<file path="config.mk">
export PLATFORM = sky130hd
export DESIGN_NAME = disp_sync_bank
export DESIGN_NICKNAME = d
export VERILOG_FILES = /design/src/rtl/dsync_pkg.sv /design/src/rtl/dsync_cfg_regs.sv /design/src/rtl/dsync_counter.sv /design/src/rtl/dsync_shaper.sv /design/src/rtl/disp_sync_bank.sv
export SDC_FILE = /design/constraint.sdc
export NUM_CORES = 2
export LEC_CHECK = 0
export BUFFER_PORTS_ARGS = -buffer_cell sky130_fd_sc_hd__buf_2
export CAP_MARGIN = 15
export CORE_MARGIN = 4
export CORE_UTILIZATION = 53
export CTS_BUF_LIST = sky130_fd_sc_hd__clkbuf_4 sky130_fd_sc_hd__clkbuf_8
export DETAILED_ROUTE_END_ITERATION = 10
export PLACE_DENSITY = 0.76
export SLEW_MARGIN = 20
export SYNTH_ARGS = -nofsm -noshare
export SYNTH_HDL_FRONTEND = slang
export SYNTH_SLANG_ARGS = --single-unit
</file>
<file path="constraint.sdc">
create_clock -name clk_i -period 5.36 [get_ports clk_i]
set_clock_uncertainty 0.15 [all_clocks]
set_input_delay 0.268 -clock clk_i [delete_from_list [all_inputs] [get_ports clk_i]]
set_output_delay 0.268 -clock clk_i [all_outputs]
set_load 0.02 [all_outputs]
</file>
<file path="src/rtl/dsync_pkg.sv">
package dsync_pkg;
  localparam int CNT_W  = 12;
  localparam int EDGE_W = 10;
  localparam int SRC_W  = 3;
  localparam int POS_W  = EDGE_W + 1;

  localparam int W0_RUN_LSB  = 19;
  localparam int W0_RSRC_LSB = 16;
  localparam int W0_OFF_LSB  = 3;
  localparam int W0_OSRC_LSB = 0;
  localparam int W1_UP_LSB   = 0;
  localparam int W1_TRIG_LSB = 13;
  localparam int W1_DOWN_LSB = 16;
  localparam int W1_CLR_LSB  = 27;
  localparam int W1_GEN_BIT  = 31;

  typedef enum logic [1:0] {
    SEL_TIMING   = 2'd0,
    SEL_SHAPE    = 2'd1,
    SEL_REPEAT   = 2'd2,
    SEL_POLARITY = 2'd3
  } cfg_sel_e;

  typedef enum logic [1:0] {
    PH_OFFSET = 2'd0,
    PH_RUN    = 2'd1,
    PH_DONE   = 2'd2
  } phase_e;

  typedef struct packed {
    logic [CNT_W-1:0]  run_cnt;
    logic [SRC_W-1:0]  run_src;
    logic [CNT_W-1:0]  off_cnt;
    logic [SRC_W-1:0]  off_src;
    logic [CNT_W-1:0]  rep_cnt;
    logic [SRC_W-1:0]  clr_src;
    logic [SRC_W-1:0]  trig_src;
    logic [EDGE_W-1:0] up_pt;
    logic [EDGE_W-1:0] down_pt;
    logic              gen_en;
  } ctr_cfg_t;
endpackage

</file>
<file path="src/rtl/dsync_cfg_regs.sv">
module dsync_cfg_regs
  import dsync_pkg::*;
#(
  parameter int NUM_CTR = 8,
  parameter int IDX_W   = 3
) (
  input  logic                            clk_i,
  input  logic                            rst_ni,
  input  logic                            we_i,
  input  logic [1:0]                      sel_i,
  input  logic [IDX_W-1:0]                idx_i,
  input  logic [31:0]                     wdata_i,
  output ctr_cfg_t [NUM_CTR-1:0]          cfg_o,
  output logic [NUM_CTR-1:0]              pol_o
);

  for (genvar g = 0; g < NUM_CTR; g++) begin : g_ctr
    always_ff @(posedge clk_i or negedge rst_ni) begin
      if (!rst_ni) begin
        cfg_o[g] <= '0;
      end else if (we_i && idx_i == IDX_W'(g)) begin
        case (cfg_sel_e'(sel_i))
          SEL_TIMING: begin
            cfg_o[g].run_cnt <= wdata_i[W0_RUN_LSB  +: CNT_W];
            cfg_o[g].run_src <= wdata_i[W0_RSRC_LSB +: SRC_W];
            cfg_o[g].off_cnt <= wdata_i[W0_OFF_LSB  +: CNT_W];
            cfg_o[g].off_src <= wdata_i[W0_OSRC_LSB +: SRC_W];
          end
          SEL_SHAPE: begin
            cfg_o[g].gen_en   <= wdata_i[W1_GEN_BIT];
            cfg_o[g].clr_src  <= wdata_i[W1_CLR_LSB  +: SRC_W];
            cfg_o[g].down_pt  <= wdata_i[W1_DOWN_LSB +: EDGE_W];
            cfg_o[g].trig_src <= wdata_i[W1_TRIG_LSB +: SRC_W];
            cfg_o[g].up_pt    <= wdata_i[W1_UP_LSB   +: EDGE_W];
          end
          SEL_REPEAT: cfg_o[g].rep_cnt <= wdata_i[CNT_W-1:0];
          default: ;
        endcase
      end
    end
  end

  always_ff @(posedge clk_i or negedge rst_ni) begin
    if (!rst_ni)                                        pol_o <= '0;
    else if (we_i && cfg_sel_e'(sel_i) == SEL_POLARITY) pol_o <= wdata_i[NUM_CTR-1:0];
  end

endmodule

</file>
<file path="src/rtl/dsync_counter.sv">
module dsync_counter
  import dsync_pkg::*;
(
  input  logic             clk_i,
  input  logic             rst_ni,
  input  logic             en_i,
  input  logic             run_ev_i,
  input  logic             off_ev_i,
  input  logic             clr_ev_i,
  input  logic [CNT_W-1:0] run_cnt_i,
  input  logic [CNT_W-1:0] off_cnt_i,
  input  logic [CNT_W-1:0] rep_cnt_i,
  output logic             fire_o,
  output logic             pulse_o
);

  phase_e           ph_q, ph_d;
  logic [CNT_W-1:0] oc_q, oc_d, rc_q, rc_d, pc_q, pc_d;
  logic             fire;

  always_comb begin
    fire = 1'b0;
    ph_d = ph_q;
    oc_d = oc_q;
    rc_d = rc_q;
    pc_d = pc_q;
    if (!en_i || clr_ev_i) begin
      ph_d = (off_cnt_i == '0) ? PH_RUN : PH_OFFSET;
      oc_d = '0;
      rc_d = '0;
      pc_d = '0;
    end else begin
      case (ph_q)
        PH_OFFSET: if (off_ev_i) begin
          if (oc_q + CNT_W'(1) == off_cnt_i) begin
            fire = 1'b1;
            ph_d = PH_RUN;
            rc_d = '0;
          end else begin
            oc_d = oc_q + CNT_W'(1);
          end
        end
        PH_RUN: if (run_ev_i) begin
          if (rc_q == run_cnt_i) begin
            fire = 1'b1;
            rc_d = '0;
          end else begin
            rc_d = rc_q + CNT_W'(1);
          end
        end
        default: ;
      endcase
      if (fire) begin
        if (rep_cnt_i == '0) begin
          pc_d = '0;
        end else begin
          pc_d = pc_q + CNT_W'(1);
          if (pc_q + CNT_W'(1) == rep_cnt_i) ph_d = PH_DONE;
        end
      end
    end
  end

  always_ff @(posedge clk_i or negedge rst_ni) begin
    if (!rst_ni) begin
      ph_q    <= PH_OFFSET;
      oc_q    <= '0;
      rc_q    <= '0;
      pc_q    <= '0;
      pulse_o <= 1'b0;
    end else begin
      ph_q    <= ph_d;
      oc_q    <= oc_d;
      rc_q    <= rc_d;
      pc_q    <= pc_d;
      pulse_o <= fire;
    end
  end

  assign fire_o = fire;

  AST_CLEAR_QUIET: assert property (@(posedge clk_i) disable iff (!rst_ni)
    clr_ev_i |=> !pulse_o);
  AST_DONE_QUIET: assert property (@(posedge clk_i) disable iff (!rst_ni)
    (ph_q == PH_DONE && !clr_ev_i) |=> !pulse_o);
  AST_NEEDS_EVENT: assert property (@(posedge clk_i) disable iff (!rst_ni)
    (ph_q == PH_RUN && !run_ev_i) |=> !pulse_o);

endmodule

</file>
<file path="src/rtl/dsync_shaper.sv">
module dsync_shaper
  import dsync_pkg::*;
(
  input  logic              clk_i,
  input  logic              rst_ni,
  input  logic              en_i,
  input  logic              fire_i,
  input  logic              pulse_i,
  input  logic              trig_ev_i,
  input  logic              gen_en_i,
  input  logic [EDGE_W-1:0] up_i,
  input  logic [EDGE_W-1:0] down_i,
  output logic              pin_o
);

  localparam logic [POS_W-1:0] IDLE = '1;

  logic [POS_W-1:0] pos_q;

  // position in half trigger events since the last pulse; IDLE before any
  always_ff @(posedge clk_i or negedge rst_ni) begin
    if (!rst_ni)                           pos_q <= IDLE;
    else if (!en_i)                        pos_q <= IDLE;
    else if (fire_i)                       pos_q <= '0;
    else if (trig_ev_i && pos_q != IDLE)
      pos_q <= (pos_q > IDLE - POS_W'(2)) ? IDLE : pos_q + POS_W'(2);
  end

  assign pin_o = gen_en_i ? (pos_q != IDLE && pos_q >= {1'b0, up_i} && pos_q < {1'b0, down_i})
                          : pulse_i;

  AST_EDGE_START: assert property (@(posedge clk_i) disable iff (!rst_ni)
    (en_i && gen_en_i && up_i == '0 && down_i != '0 && $rose(pulse_i)) |-> pin_o);

endmodule

</file>
<file path="src/rtl/disp_sync_bank.sv">
module disp_sync_bank
  import dsync_pkg::*;
#(
  parameter int NUM_CTR = 8,
  parameter int IDX_W   = $clog2(NUM_CTR)
) (
  input  logic               clk_i,
  input  logic               rst_ni,
  input  logic               en_i,
  input  logic               pix_en_i,
  input  logic               cfg_we_i,
  input  logic [1:0]         cfg_sel_i,
  input  logic [IDX_W-1:0]   cfg_idx_i,
  input  logic [31:0]        cfg_wdata_i,
  output logic [NUM_CTR-1:0] pulse_o,
  output logic [NUM_CTR-1:0] pin_o
);

  localparam int EV_N = NUM_CTR + 2;

  ctr_cfg_t [NUM_CTR-1:0] cfg;
  logic [NUM_CTR-1:0]     pol, fire, pin_raw;
  logic [EV_N-1:0]        ev_bus;

  dsync_cfg_regs #(.NUM_CTR(NUM_CTR), .IDX_W(IDX_W)) u_regs (
    .clk_i   (clk_i),
    .rst_ni  (rst_ni),
    .we_i    (cfg_we_i),
    .sel_i   (cfg_sel_i),
    .idx_i   (cfg_idx_i),
    .wdata_i (cfg_wdata_i),
    .cfg_o   (cfg),
    .pol_o   (pol)
  );

  // code 0: none, 1: pixel enable, k>=2: registered pulse of counter k-2
  assign ev_bus = {pulse_o, pix_en_i, 1'b0};

  function automatic logic pick_ev(input logic [EV_N-1:0] bus, input logic [SRC_W-1:0] sel);
    pick_ev = (int'(sel) < EV_N) ? bus[sel] : 1'b0;
  endfunction

  for (genvar g = 0; g < NUM_CTR; g++) begin : g_ch
    logic run_ev, off_ev, clr_ev, trig_ev;

    always_comb begin
      run_ev  = pick_ev(ev_bus, cfg[g].run_src);
      off_ev  = pick_ev(ev_bus, cfg[g].off_src);
      clr_ev  = pick_ev(ev_bus, cfg[g].clr_src);
      trig_ev = pick_ev(ev_bus, cfg[g].trig_src);
    end

    dsync_counter u_ctr (
      .clk_i     (clk_i),
      .rst_ni    (rst_ni),
      .en_i      (en_i),
      .run_ev_i  (run_ev),
      .off_ev_i  (off_ev),
      .clr_ev_i  (clr_ev),
      .run_cnt_i (cfg[g].run_cnt),
      .off_cnt_i (cfg[g].off_cnt),
      .rep_cnt_i (cfg[g].rep_cnt),
      .fire_o    (fire[g]),
      .pulse_o   (pulse_o[g])
    );

    dsync_shaper u_shp (
      .clk_i     (clk_i),
      .rst_ni    (rst_ni),
      .en_i      (en_i),
      .fire_i    (fire[g]),
      .pulse_i   (pulse_o[g]),
      .trig_ev_i (trig_ev),
      .gen_en_i  (cfg[g].gen_en),
      .up_i      (cfg[g].up_pt),
      .down_i    (cfg[g].down_pt),
      .pin_o     (pin_raw[g])
    );
  end

  assign pin_o = pin_raw ^ pol;

  AST_ENABLE_HOLD: assert property (@(posedge clk_i) disable iff (!rst_ni)
    !en_i |=> (pulse_o == '0));

endmodule

</file>
==> results.py <==
metrics = {
    "pwr": {
        "power_mw": 19.6,
        "vdd_ir_drop_max_mv": 0.254,
        "powerDensity_mw_per_mm2": 326,
        "p_leak_nw": 26.2,
    },
    "worst_setup_path": {
        "path_common_cell": "a21o_1",
        "crit_path_cell_trace": "inv_1, ha_1, nand2b_1, a21o_1, a21o_1, a211o_1, o2111ai_1, a311oi_1, a22oi_1, xnor2_1, buf_2",
        "critPathMaxFanout": 6,
        "cp-start-kind": "flop",
        "critPathCaptureType": "output port",
        "criticalPathCategory": "flop to output port",
        "worstPathArrival_ps": 3830,
        "cpMaxStageDelayCell": "dfstp_2",
        "cpPeakStageDelay_ps": 580,
        "cp.required_ps": 4940,
    },
    "synthesis": {
        "synthCells": 5435,
        "synth_enable_flop_cells": 0,
        "synthFlopType": "dfrtp_1",
        "synth_top_family_by_area": "simple AND/OR/NAND/NOR gates",
        "ys_async_sr_fraction_pct": 100,
        "synthAdderAreaFrac_pct": 4.39,
        "synthSimpleGateAreaFrac_pct": 16.2,
        "synth-seq-cells": 960,
        "synth_xor_area_share_pct": 7.28,
        "synthMuxAreaShare_pct": 12.8,
        "ys.warnings.count": 0,
        "synth_compound_area_share_pct": 11.5,
        "synth.avg_cell_area_um2": 10.1,
        "synth.distinct_cells": 100,
        "ys_seq_area_share_pct": 44.1,
        "netlist_area_mm2": 0.0548,
        "synthesis.nets": 5669,
    },
    "cells_and_area": {
        "nets": 5700,
        "drive_gt1_share_pct": 19.8,
        "fillCellCount": 8490,
        "multi_input_area_mm2": 0.0286,
        "syn2layout_area_growth_pct": 9.76,
        "ff_latch_area_mm2": 0.0241,
        "fin_util_pct": 58.8,
    },
    "cts": {
        "cts_buffer_depth": 3,
        "cts.sinks": 960,
        "clkSlewWorstSetupHoldPaths_ps": 60,
        "clk_latency_ps": 880,
        "cts_max_level": 4,
        "cts_buffers": 158,
        "clock-root-buffer": "clkbuf_8",
        "cts_resized": 0,
        "cts_tree": "done",
        "post_cts_buffers": 0,
    },
    "timing": {
        "finalHoldViolations": 0,
        "relSlewSlack_pct": 20.2,
        "fin_crit_sh_pct": 79.3,
        "tightest_slew_ps": 1190,
        "rsz0062_at_grt": "no",
        "max_freq_mhz": 235,
        "final.setup.tns_ps": 0,
        "slew_viol_final": 0,
        "worst_slack_ps": 1110,
        "setup_violations": 0,
        "min_period_ps": 4250,
    },
    "routing": {
        "wirelength_um": 144000,
        "drtPass1Iterations": 5,
        "num_vias": 42602,
        "wire_per_inst_um": 20.6,
        "ant_nets": 0,
        "drt_iter0_drc": 4368,
        "via_per_inst": 6.11,
        "drc": 0,
    },
    "run": {
        "drv_cap": 0,
    },
    "placed_design": {
        "place_congestion": 0.890,
        "io_buffers": 57,
        "dpl_worst_slack_ps": 1350,
        "hpwl_um": 89500,
    },
    "floorplanning": {
        "core_area_mm2": 0.102,
        "die-area_mm2": 0.109,
        "start_util_pct": 53.6,
        "rows": 117,
        "die_h_um": 329,
        "ios": 58,
        "die_w_um": 329,
    },
    "grt": {
        "grt_overflow": 0,
        "grt_pass1_vias": 41507,
        "grt_pass1_wl_um": 229000,
        "antenna_found_initial": 15,
        "grt_usage_pct": 26.5,
        "grt_max_degree": 145,
    },
    "run_status": {
        "status": "finished, final reports clean",
    },
    "worst_hold_path": {
        "min_path_type": "input port to asynchronous set/reset pin",
    },
}
-- placed cells by master, fill, tap and decap left out, types with 192 or more instances in the layout --
master / n
nand2_1: 408
inv_1: 244
nor2_1: 295
dfrtp_1: 866
a21oi_1: 202
o21ai_0: 385
ha_1: 192
mux2_2: 499
xnor2_1: 311
nand3_1: 200
-- timing repair --
| item | 4_1_cts | 5_1_grt |
|---|---|---|
| hold buffers | 43 | 0 |
| hold endpoints to repair | 441 | 0 |
| endpoints found under the setup margin | 0 | 0 |
-- cells by family (layout without fill, tap and decap cells) --
family / count (synthesis) / count (layout)
buf+inv: 527 / 684
other cells: 0 / 9
compound gates: 1002 / 1002
xor+xnor: 452 / 452
flops: 960 / 960
simple gates: 1704 / 1704
mux: 598 / 598
fa+ha+maj: 192 / 192
-- stage by stage --
| step | cell area [µm²] | hold slack [ps] | instances |
|---|---|---|---|
| after global routing | 60100 | 90.8 | 6962 |
| after floorplan | 54800 | -178 | 5435 |
| after CTS | 60100 | 45.3 | 6960 |
| after global placement | 56200 | 251 | 6631 |
| final | 60100 | 82.4 | 6969 |
| after detailed placement | 56200 | 255 | 6631 |
-- where the power goes --
part	internal [mW]	switching, mW	total [mW]
Clock	3.87	3.12	6.98
Combinational	1.75	1.91	3.66
Sequential	8.16	0.781	8.94
-- worst paths after layout --
path	from	to	slack, ps	depth (start not counted)
min in group clk_i	cfg_wdata_i[31]	u_regs.cfg_o[207]	250	4
setup / recovery	g_ch[5].u_shp.pos_q[0]	pin_o[5]	1110	11
hold reg to reg	u_regs.cfg_o[143]	u_regs.cfg_o[143]	350	1
setup reg to reg	g_ch[3].u_ctr.pulse_o	g_ch[1].u_shp.pos_q[5]	1210	6
max in group asynchronous	rst_ni	g_ch[1].u_ctr.oc_q[2]	4090	3
hold / removal	rst_ni	g_ch[7].u_shp.pos_q[4]	80	2
-- worst max-delay path, delay by kind of cell (launching register included) --
family          cells  cell delay (ps)
compound gates      6             1430
flops               1              580
simple gates        1              140
fa+ha+maj           1              260
xor+xnor            1              260
buf+inv             2              290
-- routing by layer --
metal  routed length (µm)  GRT usage [%]  vias up
li1                     -              -    19563
met1                60100           35.6    21081
met2                64900           41.3     1574
met3                11800           5.46      380
met4                 6940           12.5        4
met5                   21              0        -
-- synth_stat cells (all sizes together), types with 43 or more instances --
cell type	instances	area, µm²
a21o	52	390
a21oi	202	1010
and3	88	551
buf	76	393
clkbuf	207	778
dfrtp	872	21800
dfstp	88	2310
ha	192	2400
inv	244	916
mux2	499	5620
mux2i	67	671
nand2	409	1540
nand2b	68	425
nand3	203	1040
nand4	93	588
nor2	303	1140
nor2b	71	444
nor3	111	561
nor4	104	732
o21ai	386	1940
o22ai	44	275
o31ai	45	348
or3	54	338
or4	43	323
xnor2	311	2720
xor2	139	1220
-- state kept, by name (all words and copies together), names as in the netlist --
name                flops
g_ch.u_ctr.rc_q        96
g_ch.u_ctr.pulse_o      8
g_ch.u_ctr.pc_q        96
g_ch.u_ctr.oc_q        96
u_regs.pol_o            8
g_ch.u_shp.pos_q       88
u_regs.cfg_o          552
g_ch.u_ctr.ph_q        16
-- area by class of cell --
class / count / area share, %
sequential: 960 / 40.2
tap: 1368 / 2.85
clock inverter: 46 / 0.778
inverter: 244 / 1.52
timing repair buffer: 154 / 2.06
antenna: 9 / 0.0375
multi-input combinational: 3948 / 47.6
clock buffer: 240 / 4.94
Note: power is estimated with default switching activity, not from simulation.
